$ cat src/rtl/fa_pkg.sv
package fa_pkg;
  typedef enum logic [1:0] {
    SEG_NONE    = 2'd0,
    SEG_GLOBAL  = 2'd1,
    SEG_GROUP   = 2'd2,
    SEG_PRIVATE = 2'd3
  } seg_e;

  typedef enum logic [2:0] {
    CLS_GROUP   = 3'd0,
    CLS_PRIVATE = 3'd1,
    CLS_VM      = 3'd2,
    CLS_HOLE    = 3'd3,
    CLS_GLOBAL  = 3'd4
  } cls_e;

  localparam logic [2:0] OP_LOAD   = 3'd1;
  localparam logic [2:0] OP_STORE  = 3'd2;
  localparam logic [2:0] OP_ATOMIC = 3'd3;
  localparam logic [2:0] OP_SYNC   = 3'd4;

  function automatic seg_e seg_of(input cls_e c);
    case (c)
      CLS_GROUP:   return SEG_GROUP;
      CLS_PRIVATE: return SEG_PRIVATE;
      CLS_GLOBAL:  return SEG_GLOBAL;
      default:     return SEG_NONE;
    endcase
  endfunction
endpackage

$ cat src/rtl/fa_lane_classify.sv
module fa_lane_classify
  import fa_pkg::*;
#(
  parameter int ADDR_W   = 64,
  parameter int HOLE_LSB = 47
) (
  input  logic [ADDR_W-1:0] addr_i,
  input  logic [ADDR_W-1:0] lds_lo_i,
  input  logic [ADDR_W-1:0] lds_hi_i,
  input  logic [ADDR_W-1:0] scr_lo_i,
  input  logic [ADDR_W-1:0] scr_hi_i,
  input  logic [ADDR_W-1:0] vm_lo_i,
  input  logic [ADDR_W-1:0] vm_hi_i,
  output cls_e              cls_o
);
  localparam int HI_W = ADDR_W - HOLE_LSB;

  logic [HI_W-1:0] hi_bits;
  logic in_lds, in_scr, in_vm, in_hole;

  assign hi_bits = addr_i[ADDR_W-1:HOLE_LSB];
  assign in_lds  = (addr_i >= lds_lo_i) && (addr_i <= lds_hi_i);
  assign in_scr  = (addr_i >= scr_lo_i) && (addr_i <= scr_hi_i);
  assign in_vm   = (addr_i >= vm_lo_i)  && (addr_i <= vm_hi_i);
  assign in_hole = (|hi_bits) && !(&hi_bits);

  always_comb begin
    if (in_lds)       cls_o = CLS_GROUP;
    else if (in_scr)  cls_o = CLS_PRIVATE;
    else if (in_vm)   cls_o = CLS_VM;
    else if (in_hole) cls_o = CLS_HOLE;
    else              cls_o = CLS_GLOBAL;
  end
endmodule

$ cat src/rtl/fa_lead_select.sv
module fa_lead_select
  import fa_pkg::*;
#(
  parameter int NUM_LANES = 4
) (
  input  logic [NUM_LANES-1:0] mask_i,
  input  cls_e [NUM_LANES-1:0] cls_i,
  output logic                 found_o,
  output cls_e                 lead_o,
  output logic                 mismatch_o
);
  always_comb begin
    lead_o = CLS_GLOBAL;
    for (int i = NUM_LANES - 1; i >= 0; i--) begin
      if (mask_i[i]) lead_o = cls_i[i];
    end
  end

  always_comb begin
    mismatch_o = 1'b0;
    for (int i = 0; i < NUM_LANES; i++) begin
      if (mask_i[i] && (cls_i[i] != lead_o)) mismatch_o = 1'b1;
    end
  end

  assign found_o = |mask_i;
endmodule

$ cat src/rtl/fa_lane_xlate.sv
module fa_lane_xlate
  import fa_pkg::*;
#(
  parameter int ADDR_W   = 64,
  parameter int CFG_W    = 32,
  parameter int LANE_IDX = 0
) (
  input  logic [ADDR_W-1:0] addr_i,
  input  logic              active_i,
  input  seg_e              seg_i,
  input  logic [ADDR_W-1:0] lds_lo_i,
  input  logic [CFG_W-1:0]  lds_size_i,
  input  logic [CFG_W-1:0]  priv_offset_i,
  input  logic [CFG_W-1:0]  priv_stride_i,
  input  logic [ADDR_W-1:0] priv_hidden_base_i,
  input  logic [ADDR_W-1:0] priv_scratch_base_i,
  output logic [ADDR_W-1:0] addr_o,
  output logic              bound_err_o
);
  localparam logic [ADDR_W-1:0] LANE_NUM = ADDR_W'(LANE_IDX);

  logic [ADDR_W-1:0] lds_rel, priv_addr;

  assign lds_rel   = addr_i - lds_lo_i;
  assign priv_addr = addr_i + LANE_NUM * ADDR_W'(priv_stride_i) + ADDR_W'(priv_offset_i)
                   + priv_hidden_base_i - priv_scratch_base_i;

  always_comb begin
    addr_o = addr_i;
    if (active_i) begin
      case (seg_i)
        SEG_GROUP:   addr_o = lds_rel;
        SEG_PRIVATE: addr_o = priv_addr;
        default:     addr_o = addr_i;
      endcase
    end
  end

  assign bound_err_o = active_i && (seg_i == SEG_GROUP) && !(lds_rel < ADDR_W'(lds_size_i));
endmodule

$ cat src/rtl/fa_resolver.sv
module fa_resolver
  import fa_pkg::*;
#(
  parameter int NUM_LANES = 4,
  parameter int ADDR_W    = 64,
  parameter int CFG_W     = 32,
  parameter int HOLE_LSB  = 47
) (
  input  logic                          clk_i,
  input  logic                          rst_ni,
  input  logic                          in_valid_i,
  output logic                          in_ready_o,
  input  logic [NUM_LANES*ADDR_W-1:0]   in_addr_i,
  input  logic [NUM_LANES-1:0]          in_mask_i,
  input  logic [2:0]                    in_op_i,
  input  logic [ADDR_W-1:0]             lds_lo_i,
  input  logic [ADDR_W-1:0]             lds_hi_i,
  input  logic [CFG_W-1:0]              lds_size_i,
  input  logic [ADDR_W-1:0]             scr_lo_i,
  input  logic [ADDR_W-1:0]             scr_hi_i,
  input  logic [ADDR_W-1:0]             vm_lo_i,
  input  logic [ADDR_W-1:0]             vm_hi_i,
  input  logic [CFG_W-1:0]              priv_offset_i,
  input  logic [CFG_W-1:0]              priv_stride_i,
  input  logic [ADDR_W-1:0]             priv_hidden_base_i,
  input  logic [ADDR_W-1:0]             priv_scratch_base_i,
  output logic                          out_valid_o,
  input  logic                          out_ready_i,
  output logic [1:0]                    out_seg_o,
  output logic                          out_unit_o,
  output logic [NUM_LANES*ADDR_W-1:0]   out_addr_o,
  output logic                          out_err_o,
  output logic                          rel_gm_rd_o,
  output logic                          rel_gm_wr_o,
  output logic                          rel_lm_rd_o,
  output logic                          rel_lm_wr_o,
  output logic                          dec_vmem_o,
  output logic                          dec_lgkm_o
);
  localparam int VEC_W = NUM_LANES * ADDR_W;

  cls_e [NUM_LANES-1:0] lane_cls;
  logic [NUM_LANES-1:0] lane_bound_err;
  logic [VEC_W-1:0]     xl_addr;
  logic                 lead_found, lane_mismatch;
  cls_e                 lead_cls;
  seg_e                 seg_d;

  for (genvar g = 0; g < NUM_LANES; g++) begin : g_lane
    fa_lane_classify #(.ADDR_W(ADDR_W), .HOLE_LSB(HOLE_LSB)) u_cls (
      .addr_i   (in_addr_i[g*ADDR_W +: ADDR_W]),
      .lds_lo_i (lds_lo_i),
      .lds_hi_i (lds_hi_i),
      .scr_lo_i (scr_lo_i),
      .scr_hi_i (scr_hi_i),
      .vm_lo_i  (vm_lo_i),
      .vm_hi_i  (vm_hi_i),
      .cls_o    (lane_cls[g])
    );

    fa_lane_xlate #(.ADDR_W(ADDR_W), .CFG_W(CFG_W), .LANE_IDX(g)) u_xl (
      .addr_i              (in_addr_i[g*ADDR_W +: ADDR_W]),
      .active_i            (in_mask_i[g]),
      .seg_i               (seg_d),
      .lds_lo_i            (lds_lo_i),
      .lds_size_i          (lds_size_i),
      .priv_offset_i       (priv_offset_i),
      .priv_stride_i       (priv_stride_i),
      .priv_hidden_base_i  (priv_hidden_base_i),
      .priv_scratch_base_i (priv_scratch_base_i),
      .addr_o              (xl_addr[g*ADDR_W +: ADDR_W]),
      .bound_err_o         (lane_bound_err[g])
    );
  end

  fa_lead_select #(.NUM_LANES(NUM_LANES)) u_lead (
    .mask_i     (in_mask_i),
    .cls_i      (lane_cls),
    .found_o    (lead_found),
    .lead_o     (lead_cls),
    .mismatch_o (lane_mismatch)
  );

  assign seg_d = lead_found ? seg_of(lead_cls) : SEG_NONE;

  logic op_rd, op_wr, op_bad, err_d, unit_d;
  logic gm_rd_d, gm_wr_d, lm_rd_d, lm_wr_d, vmem_d, lgkm_d;

  assign op_rd  = (in_op_i == OP_LOAD)  || (in_op_i == OP_ATOMIC) || (in_op_i == OP_SYNC);
  assign op_wr  = (in_op_i == OP_STORE) || (in_op_i == OP_ATOMIC) || (in_op_i == OP_SYNC);
  assign op_bad = !(op_rd || op_wr);

  assign err_d  = (seg_d == SEG_NONE) || lane_mismatch || (|lane_bound_err) || op_bad;
  assign unit_d = (seg_d == SEG_GROUP) || (seg_d == SEG_PRIVATE);

  always_comb begin
    gm_rd_d = 1'b0; gm_wr_d = 1'b0; lm_rd_d = 1'b0; lm_wr_d = 1'b0;
    vmem_d  = 1'b0; lgkm_d  = 1'b0;
    if (!err_d) begin
      case (seg_d)
        SEG_GLOBAL: begin
          lm_rd_d = op_rd; lm_wr_d = op_wr;
        end
        SEG_GROUP: begin
          gm_rd_d = op_rd; gm_wr_d = op_wr; vmem_d = 1'b1;
        end
        SEG_PRIVATE: begin
          gm_rd_d = op_rd; gm_wr_d = op_wr; lgkm_d = 1'b1;
        end
        default: ;
      endcase
    end
  end

  assign in_ready_o = !out_valid_o || out_ready_i;

  always_ff @(posedge clk_i or negedge rst_ni) begin
    if (!rst_ni) begin
      out_valid_o <= 1'b0;
      out_seg_o   <= SEG_NONE;
      out_unit_o  <= 1'b0;
      out_addr_o  <= '0;
      out_err_o   <= 1'b0;
      rel_gm_rd_o <= 1'b0;
      rel_gm_wr_o <= 1'b0;
      rel_lm_rd_o <= 1'b0;
      rel_lm_wr_o <= 1'b0;
      dec_vmem_o  <= 1'b0;
      dec_lgkm_o  <= 1'b0;
    end else begin
      if (in_ready_o) out_valid_o <= in_valid_i;
      if (in_valid_i && in_ready_o) begin
        out_seg_o   <= seg_d;
        out_unit_o  <= unit_d;
        out_addr_o  <= xl_addr;
        out_err_o   <= err_d;
        rel_gm_rd_o <= gm_rd_d;
        rel_gm_wr_o <= gm_wr_d;
        rel_lm_rd_o <= lm_rd_d;
        rel_lm_wr_o <= lm_wr_d;
        dec_vmem_o  <= vmem_d;
        dec_lgkm_o  <= lgkm_d;
      end
    end
  end

  // stalled result stays put
  a_r1_hold: assert property (@(posedge clk_i) disable iff (!rst_ni)
    out_valid_o && !out_ready_i |=> out_valid_o && $stable(out_addr_o) && $stable(out_err_o)
                                    && $stable(out_seg_o));

  // errors release nothing
  a_r10_err_quiet: assert property (@(posedge clk_i) disable iff (!rst_ni)
    out_valid_o && out_err_o |-> !(rel_gm_rd_o || rel_gm_wr_o || rel_lm_rd_o || rel_lm_wr_o
                                   || dec_vmem_o || dec_lgkm_o));

  // empty mask is an error one cycle later
  a_r10_empty_mask: assert property (@(posedge clk_i) disable iff (!rst_ni)
    in_valid_i && in_ready_o && (in_mask_i == '0) |=> out_valid_o && out_err_o);

  // at most one extra decrement
  a_r9_one_extra: assert property (@(posedge clk_i) disable iff (!rst_ni)
    out_valid_o |-> $onehot0({dec_vmem_o, dec_lgkm_o}));

  // global touches only local-pipe counters
  a_r8_global_lm_only: assert property (@(posedge clk_i) disable iff (!rst_ni)
    out_valid_o && (out_seg_o == SEG_GLOBAL) |-> !rel_gm_rd_o && !rel_gm_wr_o && !dec_vmem_o
                                                 && !dec_lgkm_o);

  // local segments pick the local unit
  a_r7_local_unit: assert property (@(posedge clk_i) disable iff (!rst_ni)
    out_valid_o && !out_err_o && (dec_vmem_o || dec_lgkm_o) |-> out_unit_o);
endmodule

$ cat config.mk
export PLATFORM = sky130hd
export DESIGN_NAME = fa_resolver
export DESIGN_NICKNAME = d
export VERILOG_FILES = /design/src/rtl/fa_pkg.sv /design/src/rtl/fa_lane_classify.sv /design/src/rtl/fa_lead_select.sv /design/src/rtl/fa_lane_xlate.sv /design/src/rtl/fa_resolver.sv
export SDC_FILE = /design/constraint.sdc
export NUM_CORES = 2
export LEC_CHECK = 0
export BUFFER_PORTS_ARGS = -buffer_cell sky130_fd_sc_hd__clkbuf_2
export CAP_MARGIN = 10
export CORE_AREA = 3 3 438 440
export DETAILED_ROUTE_END_ITERATION = 7
export DIE_AREA = 0 0 441 443
export GPL_TIMING_DRIVEN = 0
export PLACE_DENSITY = 0.72
export SYNTH_ARGS = -nofsm -noshare
export SYNTH_HDL_FRONTEND = slang
export SYNTH_SLANG_ARGS = --single-unit
$ cat constraint.sdc
create_clock -name clk_i -period 2.2 [get_ports clk_i]
set_input_delay 0.11 -clock clk_i [delete_from_list [all_inputs] [get_ports clk_i]]
set_output_delay 0.11 -clock clk_i [all_outputs]
set_load 0.005 [all_outputs]
==> results by group <==
Synthesis
  – EDFF count, synth: 0
  – Largest cells by area after synthesis: ha_1, fa_1, dfrtp_1
  – Yosys top cell by area: ha_1
  – Syn Area/Cell: 7.94 sq um
  – Asr flop ratio synth: 100%
  – Sequential share of the synthesized area: 7.38%
  – Cells after synthesis: 11400
  – Top FF cell, synth: dfrtp_1
  – FF+latch count, synth: 267
  – Syn nets: 14900
  – Area share of the largest cell type after synthesis: 29.4%
  – Synth warn: 0
  – Post-synth cell types: 105
  – Post-Syn Area: 90500 sq um

Final layout
  – Final instance area: 108000 sq um
  – Final core occ: 57.7%
  – Share of layout cells above drive strength 1: 16.7%
  – Number of fill cells in the layout: 17100
  – Final nets: 16300
  – Area growth syn-to-layout: 19.8%

Timing
  – RSZ-0062 raised after global routing: true
  – Final Cycle Share: 314%
  – Relative slew slack: -9.73%
  – Setup slack after layout: -4.71 ns
  – Endpoints failing setup: 266
  – Fin Hold WS: 0.0194 ns
  – Final Hold Violating Endpoints: 0
  – Max Fclk: 145 MHz
  – Worst-case clock skew: 0.0461 ns
  – Tmin final: 6.91 ns
  – Worst Max-Slew Pin Slew: 1.65 ns
  – Setup TNS: -980.33 ns
  – Slew Viols, Final: 15

Detailed routing
  – DR vias: 109000
  – DRC: 29
  – TritonRoute pass-1 iters: 8
  – Detail Route Antenna Nets: 0
  – Drt wl/cell: 39.0 um
  – DR vias/cell: 7.08
  – First DRT Iteration DRCs: 16400
  – Final wirelength: 601000 um

Critical path
  – Worst r2r src: out_valid_o
  – CP peak stage delay: 0.63 ns
  – Reg2Reg Depth: 7
  – Slowest CP cell: or4_4
  – Reg-to-reg setup timing slack: -2.46 ns
  – Critical Path End Type: flip-flop
  – Critical path class: primary input to flip-flop
  – Crit start category: primary input
  – Worst Path Required: 2.82 ns
  – Reg2reg end: out_addr_o[69]
  – CP top delay family: simple AND/OR/NAND/NOR gates
  – Critical path peak fanout: 6
  – Crit. path cell count: 25
  – WP data arrival: 7.53 ns
  – CP bufs+invs: 3

Floorplan
  – # IOs: 1143
  – Core Footprint: 188000 sq um
  – Die Y: 443 um
  – Starting Density: 48.1%
  – Die area: 195000 sq um
  – Cell row count: 159
  – Die width: 441 um

GRT
  – Total global routing overflow: 0
  – Largest net degree at the start of global routing: 97
  – Gr usage total: 58.7%
  – Vias in the first global route: 103000
  – Initial antenna violation count: 81
  – Global-route wire length before repair: 800000 um

Job
  – Max-cap viol count: 3

Clocking
  – H-Tree Depth: 2
  – CTS tree: done
  – Num CTS Buffers: 41
  – Num Clock Sinks: 267
  – Clock Latency Late Sink: 0.74 ns
  – CTS max path bufs: 3
  – Root Driver: clkbuf_16
  – Reg clk slew, reported paths: 0.06 ns

Min path
  – Hold path depth: 3
  – Hold EP: out_addr_o[206]
  – Hold Crit Class: primary input to flip-flop
  – Min-delay src: in_addr_i[206]

Placed design
  – DP HPWL: 490000 um
  – Placed cell areas: 102000 sq um
  – GP Congestion: 1.17
  – IO buf count: 1140
  – Pre-CTS setup slack: -7.06 ns

Power
  – LEAKAGE: 54.6 nW
  – Clock power frac: 9.8%
  – Switch share: 59.3%
  – Psw: 48.4 mW
  – Power Density: 753 nW/um^2
  – P_int: 33.2 mW
  – Sequential Power Share: 8.7%
  – Worst IR Drop VDD: 775 uV
  – Combinational power share: 81.5%

Status
  – Status: finished, violations left
  – Violated checks: design-rule violations, max-capacitance violations, max-slew violations, negative setup slack
-- power by group through the flow --
stage	sequential (mW)	combinational, mW	clock [mW]
3_5_place_dp	7.10	58.2	0
5_1_grt	7.13	68.1	7.94
2_1_floorplan	6.79	35.1	0
3_3_place_gp	7.05	57.1	0
6_report	7.14	66.5	7.98
4_1_cts	7.02	61.5	7.79
-- worst max path at each step --
stage	to	slack (ns)	from
finish	out_err_o	-4.71	lds_lo_i[17]
global route	out_err_o	-4.64	lds_lo_i[25]
CTS	out_err_o	-4.41	lds_lo_i[15]
detailed placement	out_addr_o[228]	-7.06	in_addr_i[93]
global placement	out_addr_o[104]	-10.50	in_addr_i[175]
floorplan	out_err_o	-3.36	lds_lo_i[4]
-- repair_timing --
action                                  4_1_cts  5_1_grt
hold buffers                                 64        0
endpoints found under the setup margin      266      266
resized for setup                           477      101
hold endpoints to repair                    253        0
pin swaps                                   110       40
cloned                                        0        0
setup buffers                                86       23
-- kinds of logic after synthesis --
family	Yosys count	share of synthesized area [%]
fa+ha+maj	2639	40.7
flops	267	7.38
xor+xnor	473	4.58
mux	22	0.248
compound gates	3426	24.7
simple gates	2791	15.0
buf+inv	1777	7.41
-- worst reg2reg max path, cell delays in order, from the launching register on --
cell      delay (ns)
dfrtp_1         0.34
nand2b_1        0.11
nand2_1         0.85
clkbuf_1        0.88
clkbuf_2        0.96
clkbuf_1        0.96
a221oi_1        0.26
nor2_1          0.18
-- cells in the final DEF (no fill, tap or decap), types with 63 or more instances in the layout --
master and instances:
ha_1 2067, inv_1 1450, clkbuf_2 1075, a21oi_1 908, nand2_1 738, nor2_1 674, o21ai_0 525, fa_1 491
a21o_1 469, nand4_1 330, xnor2_1 290, dfrtp_1 267, nand3_1 247, clkbuf_1 178, xor2_1 166, nor3_1 150
o21ai_1 148, a221oi_1 140, a211oi_1 130, buf_4 129, o21bai_1 103, nor2b_1 103, o21a_1 89, o211ai_1 84
a31oi_1 79, nand2b_1 79, diode_2 77, and3_1 75, a21oi_2 69, a221oi_2 69, dlygate4sd3_1 63
-- synthesized netlist by cell type (32+ instances only) --
cell type  instances
o211ai_1          84
a221oi_1         210
a21o_1           472
o21bai_1         106
a21oi_1          987
a2111oi_0         46
xor2_1           171
dfrtp_1          267
nand4_1          330
a31oi_1          102
nand2b_1          81
or3_1             43
a211oi_1         155
and2_1            43
inv_1           1494
and4_1            40
nor3_1           174
nand3_1          258
o21ai_0          689
o31ai_1           44
fa_1             510
nand2_1          756
clkbuf_1         244
nor4_1            80
and3_1            80
or2_2             32
a221o_1           56
nor2_1           693
o21a_1            92
xnor2_1          302
ha_1            2129
nor2b_1          106
-- layer usage --
metal  GRT usage, %  up-vias  share of wire [%]
met4           53.0       62                 12
met1           69.1    51900                 35
met5           2.48        -               0.12
met2           74.8     9696                 36
li1               -    44500                  -
met3           31.8     3012                 17
-- flip-flops by register name (all words and copies together) (netlist names) --
| name | flops |
|---|---|
| out_addr_o | 256 |
| out_unit_o | 1 |
| out_valid_o | 1 |
| dec_vmem_o | 1 |
| out_seg_o | 2 |
| rel_gm_rd_o | 1 |
| out_err_o | 1 |
| rel_lm_wr_o | 1 |
| rel_lm_rd_o | 1 |
| rel_gm_wr_o | 1 |
| dec_lgkm_o | 1 |
-- layout make-up --
cell class	instances	area, sq um	share of cell area (%)
diodes	77	193	0.178
plain buffers	274	1580	1.46
clock buffers	46	1080	1.00
clock inverters	30	392	0.361
inverters	1495	5740	5.29
multi-input cells	9351	81000	74.8
flip-flops and latches	267	6680	6.16
well taps	2495	3120	2.88
repair buffers	1379	8580	7.91
-- per-stage QoR --
stage	instances	power [mW]
after floorplan	11400	41.9
after detailed placement	15100	65.3
after global routing	15400	83.2
after CTS	15300	76.3
after global placement	15000	64.1
final	15400	81.6
Note: power is estimated with default switching activity, not from simulation.
